## src/rtl/tss_pkg.sv

```systemverilog
package tss_pkg;

  // Mode bits saved with every stacked entry
  typedef struct packed {
    logic kernel;
    logic wide;
    logic intEn;
  } modes_t;

  // Strobes from control to datapath
  typedef struct packed {
    logic push;
    logic pop;
    logic nonEmpty;
  } strobe_t;

  localparam modes_t RESET_MODES = '{kernel: 1'b0, wide: 1'b0, intEn: 1'b1};
  localparam modes_t TRAP_MODES  = '{kernel: 1'b1, wide: 1'b1, intEn: 1'b0};

endpackage

```

## src/rtl/tss_ctrl.sv

```systemverilog
module tss_ctrl
  import tss_pkg::*;
#(
  parameter int DEPTH = 4,
  localparam int LVL_W = $clog2(DEPTH + 1)
) (
  input  logic             clk,
  input  logic             rstN,
  input  logic             trapReq,
  input  logic             retReq,
  input  modes_t           topModes,
  output strobe_t          strb,
  output logic [LVL_W-1:0] trapLevel,
  output modes_t           modes,
  output logic             altBankSel,
  output logic             overflowReq,
  output logic             underflowErr
);

  localparam logic [LVL_W-1:0] FULL = LVL_W'(DEPTH);
  localparam logic [LVL_W-1:0] ONE  = LVL_W'(1);

  logic isFull, isEmpty, ovfHit, unfHit;

  always_comb begin
    isFull        = (trapLevel == FULL);
    isEmpty       = (trapLevel == '0);
    strb.push     = trapReq && !isFull;
    strb.pop      = !trapReq && retReq && !isEmpty;
    strb.nonEmpty = !isEmpty;
    ovfHit        = trapReq && isFull;
    unfHit        = !trapReq && retReq && isEmpty;
  end

  always_ff @(posedge clk) begin
    if (!rstN) begin
      trapLevel    <= '0;
      modes        <= RESET_MODES;
      altBankSel   <= 1'b0;
      overflowReq  <= 1'b0;
      underflowErr <= 1'b0;
    end else begin
      overflowReq  <= ovfHit;
      underflowErr <= unfHit;
      if (strb.push) begin
        trapLevel  <= trapLevel + ONE;
        modes      <= TRAP_MODES;
        altBankSel <= 1'b1;
      end else if (strb.pop) begin
        trapLevel <= trapLevel - ONE;
        modes     <= topModes;
        if (trapLevel == ONE) altBankSel <= 1'b0;
      end
    end
  end

  AST_LEVEL_BOUND: assert property (@(posedge clk) disable iff (!rstN)
    trapLevel <= FULL);
  AST_ENTRY_MODES: assert property (@(posedge clk) disable iff (!rstN)
    strb.push |=> kernelMode_w && modes.wide && !modes.intEn && altBankSel);
  AST_BANK_TRACKS_LEVEL: assert property (@(posedge clk) disable iff (!rstN)
    altBankSel == (trapLevel != '0));
  AST_NO_OVERFLOW: assert property (@(posedge clk) disable iff (!rstN)
    (trapReq && isFull) |=> (trapLevel == FULL) && overflowReq && $stable(modes));
  AST_UNDERFLOW_HOLD: assert property (@(posedge clk) disable iff (!rstN)
    (retReq && !trapReq && isEmpty) |=> (trapLevel == '0) && underflowErr);
  AST_TRAP_WINS: assert property (@(posedge clk) disable iff (!rstN)
    (trapReq && retReq && !isFull) |=> trapLevel == LVL_W'($past(trapLevel) + ONE));

  logic kernelMode_w;
  assign kernelMode_w = modes.kernel;

endmodule

```

## src/rtl/tss_datapath.sv

```systemverilog
module tss_datapath
  import tss_pkg::*;
#(
  parameter int DEPTH = 4,
  parameter int PC_W  = 32,
  parameter int SRC_W = 4,
  parameter int SLOT_SHIFT = 5,
  parameter int GROUP_OFFSET = 512,
  localparam int LVL_W = $clog2(DEPTH + 1),
  localparam int IDX_W = (DEPTH > 1) ? $clog2(DEPTH) : 1
) (
  input  logic             clk,
  input  logic             rstN,
  input  strobe_t          strb,
  input  logic [LVL_W-1:0] trapLevel,
  input  modes_t           curModes,
  input  logic [SRC_W-1:0] trapSrc,
  input  logic             perSourceVec,
  input  logic [PC_W-1:0]  curPc,
  input  logic [PC_W-1:0]  curNpc,
  input  logic [PC_W-1:0]  vecBase,
  output modes_t           topModes,
  output logic [PC_W-1:0]  handlerPc,
  output logic [SRC_W-1:0] srcId,
  output logic [PC_W-1:0]  restorePc,
  output logic [PC_W-1:0]  restoreNpc,
  output logic             restoreValid
);

  logic [PC_W-1:0] stPc  [DEPTH];
  logic [PC_W-1:0] stNpc [DEPTH];
  modes_t          stMode[DEPTH];

  logic [IDX_W-1:0] wrIdx, rdIdx;
  logic [SRC_W-1:0] srcEff;
  logic [PC_W-1:0]  groupOff, slotOff, vecNext;

  always_comb begin
    wrIdx    = IDX_W'(trapLevel);
    rdIdx    = IDX_W'(trapLevel - LVL_W'(1));
    srcEff   = perSourceVec ? trapSrc : '0;
    groupOff = strb.nonEmpty ? PC_W'(GROUP_OFFSET) : '0;
    slotOff  = PC_W'(srcEff) << SLOT_SHIFT;
    vecNext  = vecBase + groupOff + slotOff;
    topModes = stMode[rdIdx];
  end

  for (genvar g = 0; g < DEPTH; g++) begin : gSlot
    always_ff @(posedge clk) begin
      if (!rstN) begin
        stPc[g]   <= '0;
        stNpc[g]  <= '0;
        stMode[g] <= RESET_MODES;
      end else if (strb.push && wrIdx == IDX_W'(g)) begin
        stPc[g]   <= curPc;
        stNpc[g]  <= curNpc;
        stMode[g] <= curModes;
      end
    end
  end

  always_ff @(posedge clk) begin
    if (!rstN) begin
      handlerPc    <= '0;
      srcId        <= '0;
      restorePc    <= '0;
      restoreNpc   <= '0;
      restoreValid <= 1'b0;
    end else begin
      restoreValid <= strb.pop;
      if (strb.push) begin
        handlerPc <= vecNext;
        srcId     <= trapSrc;
      end
      if (strb.pop) begin
        restorePc  <= stPc[rdIdx];
        restoreNpc <= stNpc[rdIdx];
      end
    end
  end

  AST_VECTOR_ALIGN: assert property (@(posedge clk) disable iff (!rstN)
    strb.push |=> handlerPc[SLOT_SHIFT-1:0] == $past(vecBase[SLOT_SHIFT-1:0]));
  AST_SRC_CAPTURE: assert property (@(posedge clk) disable iff (!rstN)
    strb.push |=> srcId == $past(trapSrc));
  AST_RESTORE_PULSE: assert property (@(posedge clk) disable iff (!rstN)
    restoreValid |=> !restoreValid || $past(strb.pop));

endmodule

```

## src/rtl/trap_state_stack.sv

```systemverilog
module trap_state_stack
  import tss_pkg::*;
#(
  parameter int DEPTH = 4,
  parameter int PC_W  = 32,
  parameter int SRC_W = 4,
  localparam int LVL_W = $clog2(DEPTH + 1)
) (
  input  logic             clk,
  input  logic             rstN,
  input  logic             trapReq,
  input  logic [SRC_W-1:0] trapSrc,
  input  logic             perSourceVec,
  input  logic             retReq,
  input  logic [PC_W-1:0]  curPc,
  input  logic [PC_W-1:0]  curNpc,
  input  logic [PC_W-1:0]  vecBase,
  output logic [LVL_W-1:0] trapLevel,
  output logic             altBankSel,
  output logic             kernelMode,
  output logic             wideMode,
  output logic             intEnable,
  output logic [PC_W-1:0]  handlerPc,
  output logic [SRC_W-1:0] srcId,
  output logic [PC_W-1:0]  restorePc,
  output logic [PC_W-1:0]  restoreNpc,
  output logic             restoreValid,
  output logic             overflowReq,
  output logic             underflowErr
);

  strobe_t strb;
  modes_t  modes, topModes;

  tss_ctrl #(.DEPTH(DEPTH)) uCtrl (
    .clk         (clk),
    .rstN        (rstN),
    .trapReq     (trapReq),
    .retReq      (retReq),
    .topModes    (topModes),
    .strb        (strb),
    .trapLevel   (trapLevel),
    .modes       (modes),
    .altBankSel  (altBankSel),
    .overflowReq (overflowReq),
    .underflowErr(underflowErr)
  );

  tss_datapath #(.DEPTH(DEPTH), .PC_W(PC_W), .SRC_W(SRC_W)) uDp (
    .clk         (clk),
    .rstN        (rstN),
    .strb        (strb),
    .trapLevel   (trapLevel),
    .curModes    (modes),
    .trapSrc     (trapSrc),
    .perSourceVec(perSourceVec),
    .curPc       (curPc),
    .curNpc      (curNpc),
    .vecBase     (vecBase),
    .topModes    (topModes),
    .handlerPc   (handlerPc),
    .srcId       (srcId),
    .restorePc   (restorePc),
    .restoreNpc  (restoreNpc),
    .restoreValid(restoreValid)
  );

  assign kernelMode = modes.kernel;
  assign wideMode   = modes.wide;
  assign intEnable  = modes.intEn;

endmodule

```

## config.mk

```make
export PLATFORM = sky130hd
export DESIGN_NAME = trap_state_stack
export DESIGN_NICKNAME = d
export VERILOG_FILES = /design/src/rtl/tss_pkg.sv /design/src/rtl/tss_ctrl.sv /design/src/rtl/tss_datapath.sv /design/src/rtl/trap_state_stack.sv
export SDC_FILE = /design/constraint.sdc
export NUM_CORES = 1
export LEC_CHECK = 0
export BUFFER_PORTS_ARGS = -buffer_cell sky130_fd_sc_hd__buf_2
export CORE_MARGIN = 3
export CORE_UTILIZATION = 47
export CTS_CLUSTER_SIZE = 30
export DETAILED_ROUTE_END_ITERATION = 10
export GPL_ROUTABILITY_DRIVEN = 0
export PLACE_DENSITY_LB_ADDON = 0.25
export SLEW_MARGIN = 20
export SYNTH_ARGS = -nofsm -noshare
export SYNTH_HDL_FRONTEND = slang
export SYNTH_SLANG_ARGS = --single-unit
```

## constraint.sdc

```tcl
create_clock -name clk -period 8.7 [get_ports clk]
set_input_delay 0.87 -clock clk [delete_from_list [all_inputs] [get_ports clk]]
set_output_delay 0.87 -clock clk [all_outputs]
set_load 0.03 [all_outputs]
```

[Yosys cells after proc, flatten, opt, wreduce, memory -nomap -nowiden]
Memories as Yosys holds them, arrays and structs flattened. A register that Yosys moved wholly into a read port is not among the register bits.
Cells that the tools add are included.
Storage, ports and cells
  bits of input ports: 105
  memories: 3
  bits in writable memories: 268
  logic and storage cells: 87
  bits in registers: 46
  output and inout bits: 110
Operators by class
  bitwise gates (word level): 12
  equal/unequal tests: 5
  multiplexer cells: 34
  reduce and logical (&&, ||, !) cells: 19
  add/sub/neg operators: 4
Memories
  uDp.stNpc: depth 4, width 32, rd ports 1, clocked after memory_dff 1, write ports 4, RTL line tss_datapath.sv:31  | logic [PC_W-1:0] stNpc [DEPTH];
  uDp.stPc: depth 4, width 32, rd ports 1, clocked after memory_dff 1, write ports 4, RTL line tss_datapath.sv:30  | logic [PC_W-1:0] stPc [DEPTH];
  uDp.stMode: depth 4, width 3, rd ports 1, clocked after memory_dff 0, write ports 4, RTL line tss_datapath.sv:32  | modes_t stMode[DEPTH];
Operators with widths (number)
  $mux W32: 8
  $add A32 B32 Y32: 1
  $add A32 B9 Y32: 1
  $mux W3: 8
  $mux W1: 16
  $or A1 B1 Y1: 12
  $mux W10: 1
  $logic_and A1 B1 Y1: 9
  $logic_not A1 Y1: 5
  $eq A2 B2 Y1 const B: 2
  $mux W4: 1
  $reduce_bool A2 Y1: 2
  $add A3 B1 Y3 const B: 1
  $eq A3 B1 Y1 const B: 1
  $eq A3 B3 Y1 const B: 1
  $logic_not A3 Y1: 1
  $sub A3 B1 Y3 const B: 1
  $eq A2 B1 Y1 const B: 1
  $logic_not A2 Y1: 1
  $reduce_and A2 Y1: 1

[Depth between registers and ports, before layout]
Gate-level depths: netlist of run 1.
  depth after elaboration: 8
  depth in mapped cells: 14
  mapped depth without buffers: 10

[By module]
Synthesis of run 1 repeated with hierarchy kept, for this count alone.
Unflattened totals
  cell total of the unflattened synthesis: 1133
  area total of the unflattened synthesis: 16185.5 um2
By module, submodules not included
  tss_datapath: cells each 1091, times used 1, seq. area each 10069.7 um2, area an instance 15730.1 um2
  tss_ctrl: cells each 42, times used 1, seq. area each 180.2 um2, area an instance 455.4 um2

[Worst setup path before layout of run 1]
OpenSTA, ideal clock, no wires.
  path type: register -> register
  start: register uCtrl.trapLevel[0]
  end: memory uDp.stMode[1][0] in the netlist's numbering, enable pin
  path buffers: 4
  data required time: 8.115 ns
  setup time: 0.585 ns
  data arrival time: 6.528 ns
  stages on the path, launching flop included: 10
  period minus slack after synthesis: 7.112 ns
  path slack: 1.588 ns
  path through: dfxtp_1 -> buf_2 -> buf_4 -> buf_6 -> inv_1 -> ha_1 -> nand2_1 -> nand2_1 -> clkbuf_1 -> o21ai_0
RTL lines
  from (decl): RTL line tss_ctrl.sv:13  | output logic [LVL_W-1:0] trapLevel,
  from (signal assigned): RTL line tss_ctrl.sv:46  | trapLevel <= trapLevel + ONE;
  from (signal assigned): RTL line tss_ctrl.sv:50  | trapLevel <= trapLevel - ONE;
  to (decl): RTL line tss_datapath.sv:32

[Final worst setup path of run 1]
  start: register uCtrl.trapLevel[0]
  end: register uDp.handlerPc[30]
On the way
  longest elaborated chain between the ends: 4
  elaborated cells on any way between the ends: 7
  those cells by class: 2 x add/sub; 1 x eq/ne; 1 x mux; 3 x reduce/logical
RTL lines
  $logic_not A3 Y1: RTL line tss_ctrl.sv:27  | isEmpty = (trapLevel == '0);
  $mux W10: RTL line tss_datapath.sv:42  | groupOff = strb.nonEmpty ? PC_W'(GROUP_OFFSET) : '0;
  $add A32 B32 Y32: RTL line tss_datapath.sv:44  | vecNext = vecBase + groupOff + slotOff;
  $add A32 B9 Y32: RTL line tss_datapath.sv:44
  to (signal assigned): RTL line tss_datapath.sv:72  | handlerPc <= vecNext;
  to (decl): RTL line tss_datapath.sv:23  | output logic [PC_W-1:0] handlerPc,
Parallel ways exist; a longest one is shown, timed or not.
A chain may end at the register's enable or synchronous reset.

==> results.md, run 1 <==
- The share of total power dissipated in combinational logic is 0.165.
- The data arrival time of the worst path is 4.07 ns.
- By instance count, the cell type seen most on the critical path is inv_1.
- The design draws 0.004591 W.
- The first detailed-routing pass ran for 5 iterations.
- The height of the die is 190.5 um.
- The die is 190.5 um wide.
- In this run the cell area of the synthesized design comes to 16000 um2.
- The clock transition at the registers of the reported paths is 0.06 ns.
- Of the total power, registers draw 0.478.
- The area added between synthesis and finish is 16.56%.
- The number of synthesized flops with an enable pin is 268.
- Of the total power, the share spent switching nets is 0.2648.
- Wire segments on met3 add up to 2.061 mm in the final route.
- The startpoint type of the worst setup path is a flop.
- The longest clock path from root to sink contains 3 buffers.
- At the later pin of the worst-skew pair, clock insertion delay measures 0.51 ns.
- In the routed layout, each cell is associated on average with a via count of 5.289.
- For the final database, setup skew stands at 0.01530 ns.
- The fraction of layout cells with a size suffix above 1 is 0.2579.
- By startpoint and endpoint, the worst setup path is classified as flop to flop.
- The tree built by TritonCTS fans out to 378 sinks.
- The number of nets produced by synthesis is 1336.
- Of the total power, the clock network draws 0.356.
- Static timing analysis puts the maximum clock frequency at 275.9 MHz.
- The detail route stage leaves a number of antenna-violating nets equal to 0.
- The number of antenna violations at the first check in global routing is 4.
- The final routed DRC violation total is 0.
- Summed over all nets, the switching power comes to 0.001216 W.
- For the pin with the worst max-slew slack, the measured transition is 1.115 ns.
- Max-cap violations in this run came to 0.
- The flow ran to the end, and the final reports show no timing, DRC or antenna violations.
- The sum of net half-perimeters after detailed placement is 20.99 mm.
- The number of failing hold endpoints at the final stage is 0.
- The number of buffers added on ports is 214.
- CTS placed an instance of clkbuf_16 at the clock tree root.
- The total length of routed met2 wires is 18.02 mm.
- The total of cells resized after clock tree synthesis is 0.
- The cell type group with the largest total delay on the critical path is compound AO/OA/AOI/OAI gates.
- Setup violations remaining at the end of the flow were counted as 0.
- The number of nets in the finished design is 1517.
- STA classifies the critical path endpoint as a flop.
- The final critical path time including I/O delays and setup is 3.624 ns.
- The number of buffers added by the clock tree synthesis step is 40.
- Power spread over the standard cell area amounts to 246.1 nW/um2.
- The hold-fix buffer count after cts is 0.
- The signal on the critical path passes through inv_1, ha_4, nor2b_2, inv_1, ha_1, nand3_1, o211ai_1, nand2_1, or3_1, a31oi_1.
- The post-route standard cell area excluding fillers is 18650 um2.
- The total die area is 36300 um2.
- The number of standard-cell rows in the floorplan is 66.
- The number of buffers inserted to repair setup after CTS is 0.
- The final route contains 9911 vias.
- The starting density of the core is 0.4845.
- The wire length per cell is 19.77 um.
- Yosys printed 0 warnings.
- In this run the tightest slew margin relative to its limit is 0.2568.
- In this run the count of I/O pins placed on the die edge is 215.
- The instance area at placement is 17400 um2.
- The first global-routing pass estimated 57.89 mm of wire.
- The total buffers and inverters traversed by the critical path is 2.
- Counting every instance in the synthesized netlist gives 1220.
- Of all flip-flops after synthesis, the portion carrying an async set or reset was 0.
- STA puts the critical path data required time at 9.14 ns.
- The worst hold path class is flop to flop.
- The top flip-flop cell by instance count after synthesis is edfxtp_1.
- The via count of the first global-routing pass was 10210.
- Wires add up to 37.05 mm.
- Entering global routing, the biggest net connects 72 pins.
- The startpoint identified for the worst register-to-register timing path is uCtrl.trapLevel[0].
- The cell-internal power is 0.003376 W.
- Setup repair after global routing left no endpoint under its margin.
- The routed length on met1 is 16.28 mm.
- The highest routing layer actually used is met5.
- In the global route stage, overall resource usage came out at 0.2036.
- The largest single stage delay on the critical path is 0.87 ns.
- The share of the cycle needed by the critical path after routing is 0.4165.
- Hold is met by 0.4509 ns.
- The number of pins exceeding their max-slew limit in the final report is 0.
- The register area share after synthesis is 0.6405.
- The distinct cell type count after synthesis is 46.
- The summed negative setup slack over all endpoints is 0 ns.
- The worst supply voltage drop on vdd is 0.1271 mV.
- After floorplanning, the core was sized to cover 33030 um2.
- In this run the most critical hold path is launched from uDp.restoreNpc[13].
- The mean area per synthesized cell is 13.12 um2.
- The slowest cell on the critical path is dfxtp_4.
- The remaining global-route overflow is 0.
- Tracing the worst setup path back leads to its startpoint at uCtrl.trapLevel[0].
- The violation count after the first detailed-route iteration is 561.
- Counting flops and latches in the post-synthesis netlist gives 378.
- Summed over all cells, the static leakage comes to 7.216 nW.
- The clock tree synthesis step divided the H-tree into 2 levels.
- The worst-path maximum fanout is 39.
- TritonCTS built the clock tree.
routing by layer:
metal	up-vias	GRT usage
met5	-	0
met1	4910	0.2783
met3	46	0.03824
met2	260	0.3417
met4	6	0.04742
li1	4689	-
cell families after synthesis:
kind of cell | synth area share
xor+xnor | 0.01313
fa+ha+maj | 0.009069
mux | 0.09491
compound gates | 0.04503
buf+inv | 0.02486
simple gates | 0.1725
flops | 0.6405
cell type report:
cell class	count	area (um2)
diodes	1	2.502
clock buffers	58	1130
clock inverters	14	118.9
fillers	2810	14380
inverters	9	35.03
multi-input cells	750	5430
flip-flops and latches	378	10250
well taps	442	553.0
repair buffers	222	1131
flip-flops by register name (all words and copies together) (netlist names):
register and count:
uCtrl.overflowReq 1, uDp.stPc 128, uCtrl.modes 2, uCtrl.altBankSel 1
uDp.stNpc 128, uDp.restoreValid 1, uDp.restorePc 32, uDp.stMode 12
uCtrl.trapLevel 3, uCtrl.kernelMode_w 1, uDp.srcId 4, uCtrl.underflowErr 1
uDp.restoreNpc 32, uDp.handlerPc 32
final timing paths:
kind                   endpoint  slack [ns]  cells past startpoint
max           uDp.handlerPc[30]        5.08                     10
min          uDp.restoreNpc[13]        0.45                      2
max reg2reg   uDp.handlerPc[30]        5.08                     10
min reg2reg  uDp.restoreNpc[13]        0.45                      2
power by group through the flow:
stage | combinational, W | sequential (W) | clock [W]
floorplan | 0.000474 | 0.00229 | 0
global placement | 0.000763 | 0.00223 | 0
detailed placement | 0.000769 | 0.00224 | 0
CTS | 0.000773 | 0.00220 | 0.00167
global route | 0.000826 | 0.00221 | 0.00174
finish | 0.000760 | 0.00219 | 0.00164
Yosys cell counts (2+ instances only):
master	number	area (um2)
o221a_2	2	22.52
nand4_1	11	68.82
dfxtp_1	110	2202
xor2_1	17	148.9
nand3_1	23	115.1
clkbuf_1	58	217.7
nand2b_1	3	18.77
or2b_1	2	15.01
and2_1	272	1702
edfxtp_1	268	8048
o21bai_1	2	15.01
inv_1	9	33.78
nand2_1	167	626.9
a21oi_1	91	455.4
buf_4	7	52.55
o21ai_0	22	110.1
and4_1	2	17.52
ha_1	10	125.1
o22ai_1	2	12.51
xnor2_1	7	61.31
nor2_1	16	60.06
and3_1	7	43.79
mux4_2	67	1509
buf_2	15	75.07
or3_1	3	18.77
a211oi_1	6	45.04
buf_1	2	7.510
cell usage in the layout (no fill, tap or decap), types with 17 or more instances in the layout:
cell	n
and2_1	272
edfxtp_1	268
buf_2	214
nand2_1	163
dfxtp_1	109
a21oi_1	91
mux4_2	67
clkbuf_16	41
nand3_1	23
o21ai_0	21
xor2_1	17
tightest hold or removal path: stages (launching register included):
cell,delay (ns)
dfxtp_1,0.30
nand2_1,0.05
a21oi_1,0.05
per-stage QoR:
step	utilization	setup slack (ns)	std cells
2_1_floorplan	-	1.588	1220
3_3_place_gp	0.5269	5.052	1801
3_5_place_dp	0.5269	5.010	1801
4_1_cts	0.5647	4.966	1873
5_1_grt	0.5647	4.562	1874
6_report	0.5647	5.076	1874
Power figures use the tool's default switching activity.
==> inputs of run 2 (changes only) <==
==> constraint.sdc (replaced) <==
create_clock -name clk -period 3.6 [get_ports clk]
set_input_delay 0.36 -clock clk [delete_from_list [all_inputs] [get_ports clk]]
set_output_delay 0.36 -clock clk [all_outputs]
set_load 0.03 [all_outputs]
==> results.md, run 2 (synthesis results as in run 1) <==
- The number of fill cells is 2733 (was 2810).
- The setup skew after layout is 0.02515 ns (was 0.01530 ns).
- The number of buffers added on ports is 214 (unchanged).
- The most common cell after layout, fill and taps aside is and2_1 (unchanged).
- The count of cell instances traversed by the critical path came to 11 (was 10).
- The leakage power of the design is 7.352 nW (was 7.216 nW).
- The total design power was 0.01123 W (was 0.004591 W).
- The fraction of layout cells with a size suffix above 1 is 0.2676 (was 0.2579).
- The total area of multi-input combinational cells is 5430 um2 (unchanged).
- The startpoint type of the worst setup path was a flop (unchanged).
- The number of nets in the finished design came to 1531 (was 1517).
- The final worst hold slack is 0.08928 ns (was 0.4509 ns).
- The final critical path time including I/O delays and setup came to 2.806 ns (was 3.624 ns).
- The latest clock arrival within the worst-skew pair is 0.53 ns (was 0.51 ns).
- The via count of the first global-routing pass is 10090 (was 10210).
- The worst supply voltage drop on vdd is 0.3491 mV (was 0.1271 mV).
- The starting density of the core was 0.4845 (unchanged).
- The horizontal die dimension is 190.5 um (unchanged).
- The area added between synthesis and finish is 18.26% (was 16.56%).
- The worst hold path class is input pin to flop (was flop to flop).
- The data arrival time of the worst path is 3.18 ns (was 4.07 ns).
- The count of non-filler cells in the finished layout is 1891 (was 1874).
- Run status: finished, final reports clean (unchanged).
- The pin count of the biggest net entering global routing is 86 (was 72).
- Top library cells by usage in the layout, fill and taps aside: and2_1 (272), edfxtp_1 (268), buf_2 (214) (unchanged).
- The number of placed I/O pins is 215 (unchanged).
- The violation count after the first detailed-route iteration is 657 (was 561).
- The remaining max-slew budget at the tightest pin came to 0.2727 (was 0.2568).
- The via count normalized by instance count came to 5.274 (was 5.289).
- The path type of the worst setup path is flop to flop (unchanged).
- The startpoint of the most critical register-to-register path is uCtrl.trapLevel[0] (unchanged).
- The clock transition at the registers of the reported paths is 0.06 ns (about the same).
- The upper clock frequency limit is 356.3 MHz (was 275.9 MHz).
- The share of the cycle needed by the critical path after routing is 0.7795 (was 0.4165).
- The total number of vias came to 9974 (was 9911).
- The hold-fix buffer count after cts is 0 (unchanged).
- The total of cells resized after clock tree synthesis was 0 (unchanged).
- The power density relative to cell area is 593.6 nW/um2 (was 246.1 nW/um2).
- RSZ-0062 raised after global routing: false (unchanged).
- The sum of net half-perimeters after detailed placement was 21.32 mm (was 20.99 mm).
- The area of the core is 33030 um2 (unchanged).
- The final routed DRC violation total is 0 (unchanged).
- The remaining global-route overflow came to 0 (unchanged).
- The buffer cell driving the clock tree root is clkbuf_16 (unchanged).
- The number of standard-cell rows in the floorplan is 66 (unchanged).
- The number of antenna violations at the first check in global routing was 4 (unchanged).
- The wire length after detailed routing is 36.82 mm (was 37.05 mm).
- The total buffers and inverters traversed by the critical path is 3 (was 2).
- The data required time at the worst endpoint was 3.98 ns (was 9.14 ns).
- The worst-path maximum fanout came to 20 (was 39).
- The maximum count of clock buffers along a single path is 3 (unchanged).
- The transition time of the tightest slew-check pin came to 1.091 ns (was 1.115 ns).
- The launching instance or port of the critical path is uCtrl.trapLevel[0] (unchanged).
- The number of maximum-capacitance violations is 0 (unchanged).
- The cell repeated most along the worst path was inv_1 (unchanged).
- The TritonCTS clock tree is built (unchanged).
- The number of optimization iterations in the first detailed-route pass was 5 (unchanged).
- The path depth of the worst reg2reg path is 11 (was 10).
- The wire length per cell is 19.47 um (was 19.77 um).
- The cell type group with the largest total delay on the critical path is buffers and inverters (was compound AO/OA/AOI/OAI gates).
- Registers with the most flip-flops: uDp.stNpc x128, uDp.stPc x128 (unchanged).
- The capturing element of the worst setup path is uDp.handlerPc[28] (was uDp.handlerPc[30]).
- The final standard cell utilization of the core is 0.5730 (was 0.5647).
- Sequence of cells on the critical path: inv_1, ha_4, nor2b_2, inv_1, ha_1, a21oi_2, o211ai_1, buf_4, nand3_1, mux2i_1, a211oi_1 (was inv_1, ha_4, nor2b_2, inv_1, ha_1, nand3_1, o211ai_1, nand2_1, or3_1, a31oi_1).
- The global-route wire length before repair is 57.68 mm (was 57.89 mm).
- The slowest cell on the critical path is dfxtp_4 (unchanged).
- The area occupied by registers was 10250 um2 (unchanged).
- The sink count of the clock tree is 378 (unchanged).
- The final setup violation count was 0 (unchanged).
- The total global-route track usage is 0.2048 (was 0.2036).
- The post-route standard cell area excluding fillers is 18930 um2 (was 18650 um2).
- The nature of the critical path endpoint is a flop (unchanged).
- The worst hold path stage count was 3 (was 2).
- The number of H-tree levels came to 2 (unchanged).
- The largest incremental delay on the critical path is 0.59 ns (was 0.87 ns).
- The count of nets left with antenna violations after detail routing came to 0 (unchanged).
- The number of cells after detailed placement is 1815 (was 1801).
- The number of pins exceeding their max-slew limit in the final report came to 0 (unchanged).
- The total die area is 36300 um2 (unchanged).
- The reg-to-reg endpoint is uDp.handlerPc[28] (was uDp.handlerPc[30]).
- The number of buffers added by the clock tree synthesis step is 40 (unchanged).
- The height of the die is 190.5 um (unchanged).
- The instance area at placement is 17610 um2 (was 17400 um2).
- The number of failing hold endpoints at the final stage is 0 (unchanged).
- The number of buffers inserted to repair setup after CTS came to 0 (unchanged).
- The register-to-register path setup slack is 0.79 ns (was 5.08 ns).
## run 2: changes by cell type in the layout (fill, tap and decap cells not counted), sizes merged
cell      change
buf          +14
clkbuf        -1
clkinv        +2
clkinvlp      -1
diode         +2
inv           +1
## run 2: report_power, final
part / switching, W / total [W] / internal, W
Combinational: 0.00114 / 0.00190 / 0.000760
Sequential: 0.000157 / 0.00527 / 0.00511
Clock: 0.00165 / 0.00406 / 0.00241
Total: 0.00295 / 0.0112 / 0.00828
## run 2: layer usage
metal	share of wire	up-vias	GRT usage	wire [um]
met5	0.00076	-	0	28
met4	0.023	4	0.05532	840
met3	0.064	62	0.03787	2367
met2	0.49	285	0.3501	18120
met1	0.42	4896	0.2711	15460
li1	-	4727	-	-
## run 2: per-stage QoR
| stage | setup TNS [ns] | setup WS (ns) |
|---|---|---|
| 3_3_place_gp | 0 | 0.8163 |
| 2_1_floorplan | -27.84 | -0.4155 |
| 6_report | 0 | 0.7936 |
| 4_1_cts | 0 | 0.7863 |
| 3_5_place_dp | 0 | 0.8215 |
| 5_1_grt | 0 | 0.5764 |
## run 2: worst register-to-register path, delay by kind of cell (launching register included)
family,cells,cell delay (ns)
buffers and inverters,3,0.59
muxes,1,0.19
adders and majority gates,2,0.55
and+or+nand+nor,2,0.27
AOI/OAI and AO/OA,3,0.46
DFF,1,0.59
## run 2: area by class of cell
type / count / area share
Antenna cell: 3 / 0.0003967
Multi-Input combinational cell: 750 / 0.2869
Clock inverter: 16 / 0.007537
Tap cell: 442 / 0.02922
Clock buffer: 57 / 0.06168
Timing Repair Buffer: 236 / 0.07061
Sequential cell: 378 / 0.5418
Inverter: 9 / 0.001851
## run 2: worst min path at each step
stage / start / end / slack [ns]
after floorplan: vecBase[0] / uDp.handlerPc[0] / 0.50
after global placement: uDp.handlerPc[1] / uDp.handlerPc[1] / 0.44
after detailed placement: uDp.restoreNpc[30] / uDp.restoreNpc[30] / 0.44
after CTS: vecBase[3] / uDp.handlerPc[3] / 0.07
after global routing: vecBase[0] / uDp.handlerPc[0] / 0.08
final: vecBase[3] / uDp.handlerPc[3] / 0.09
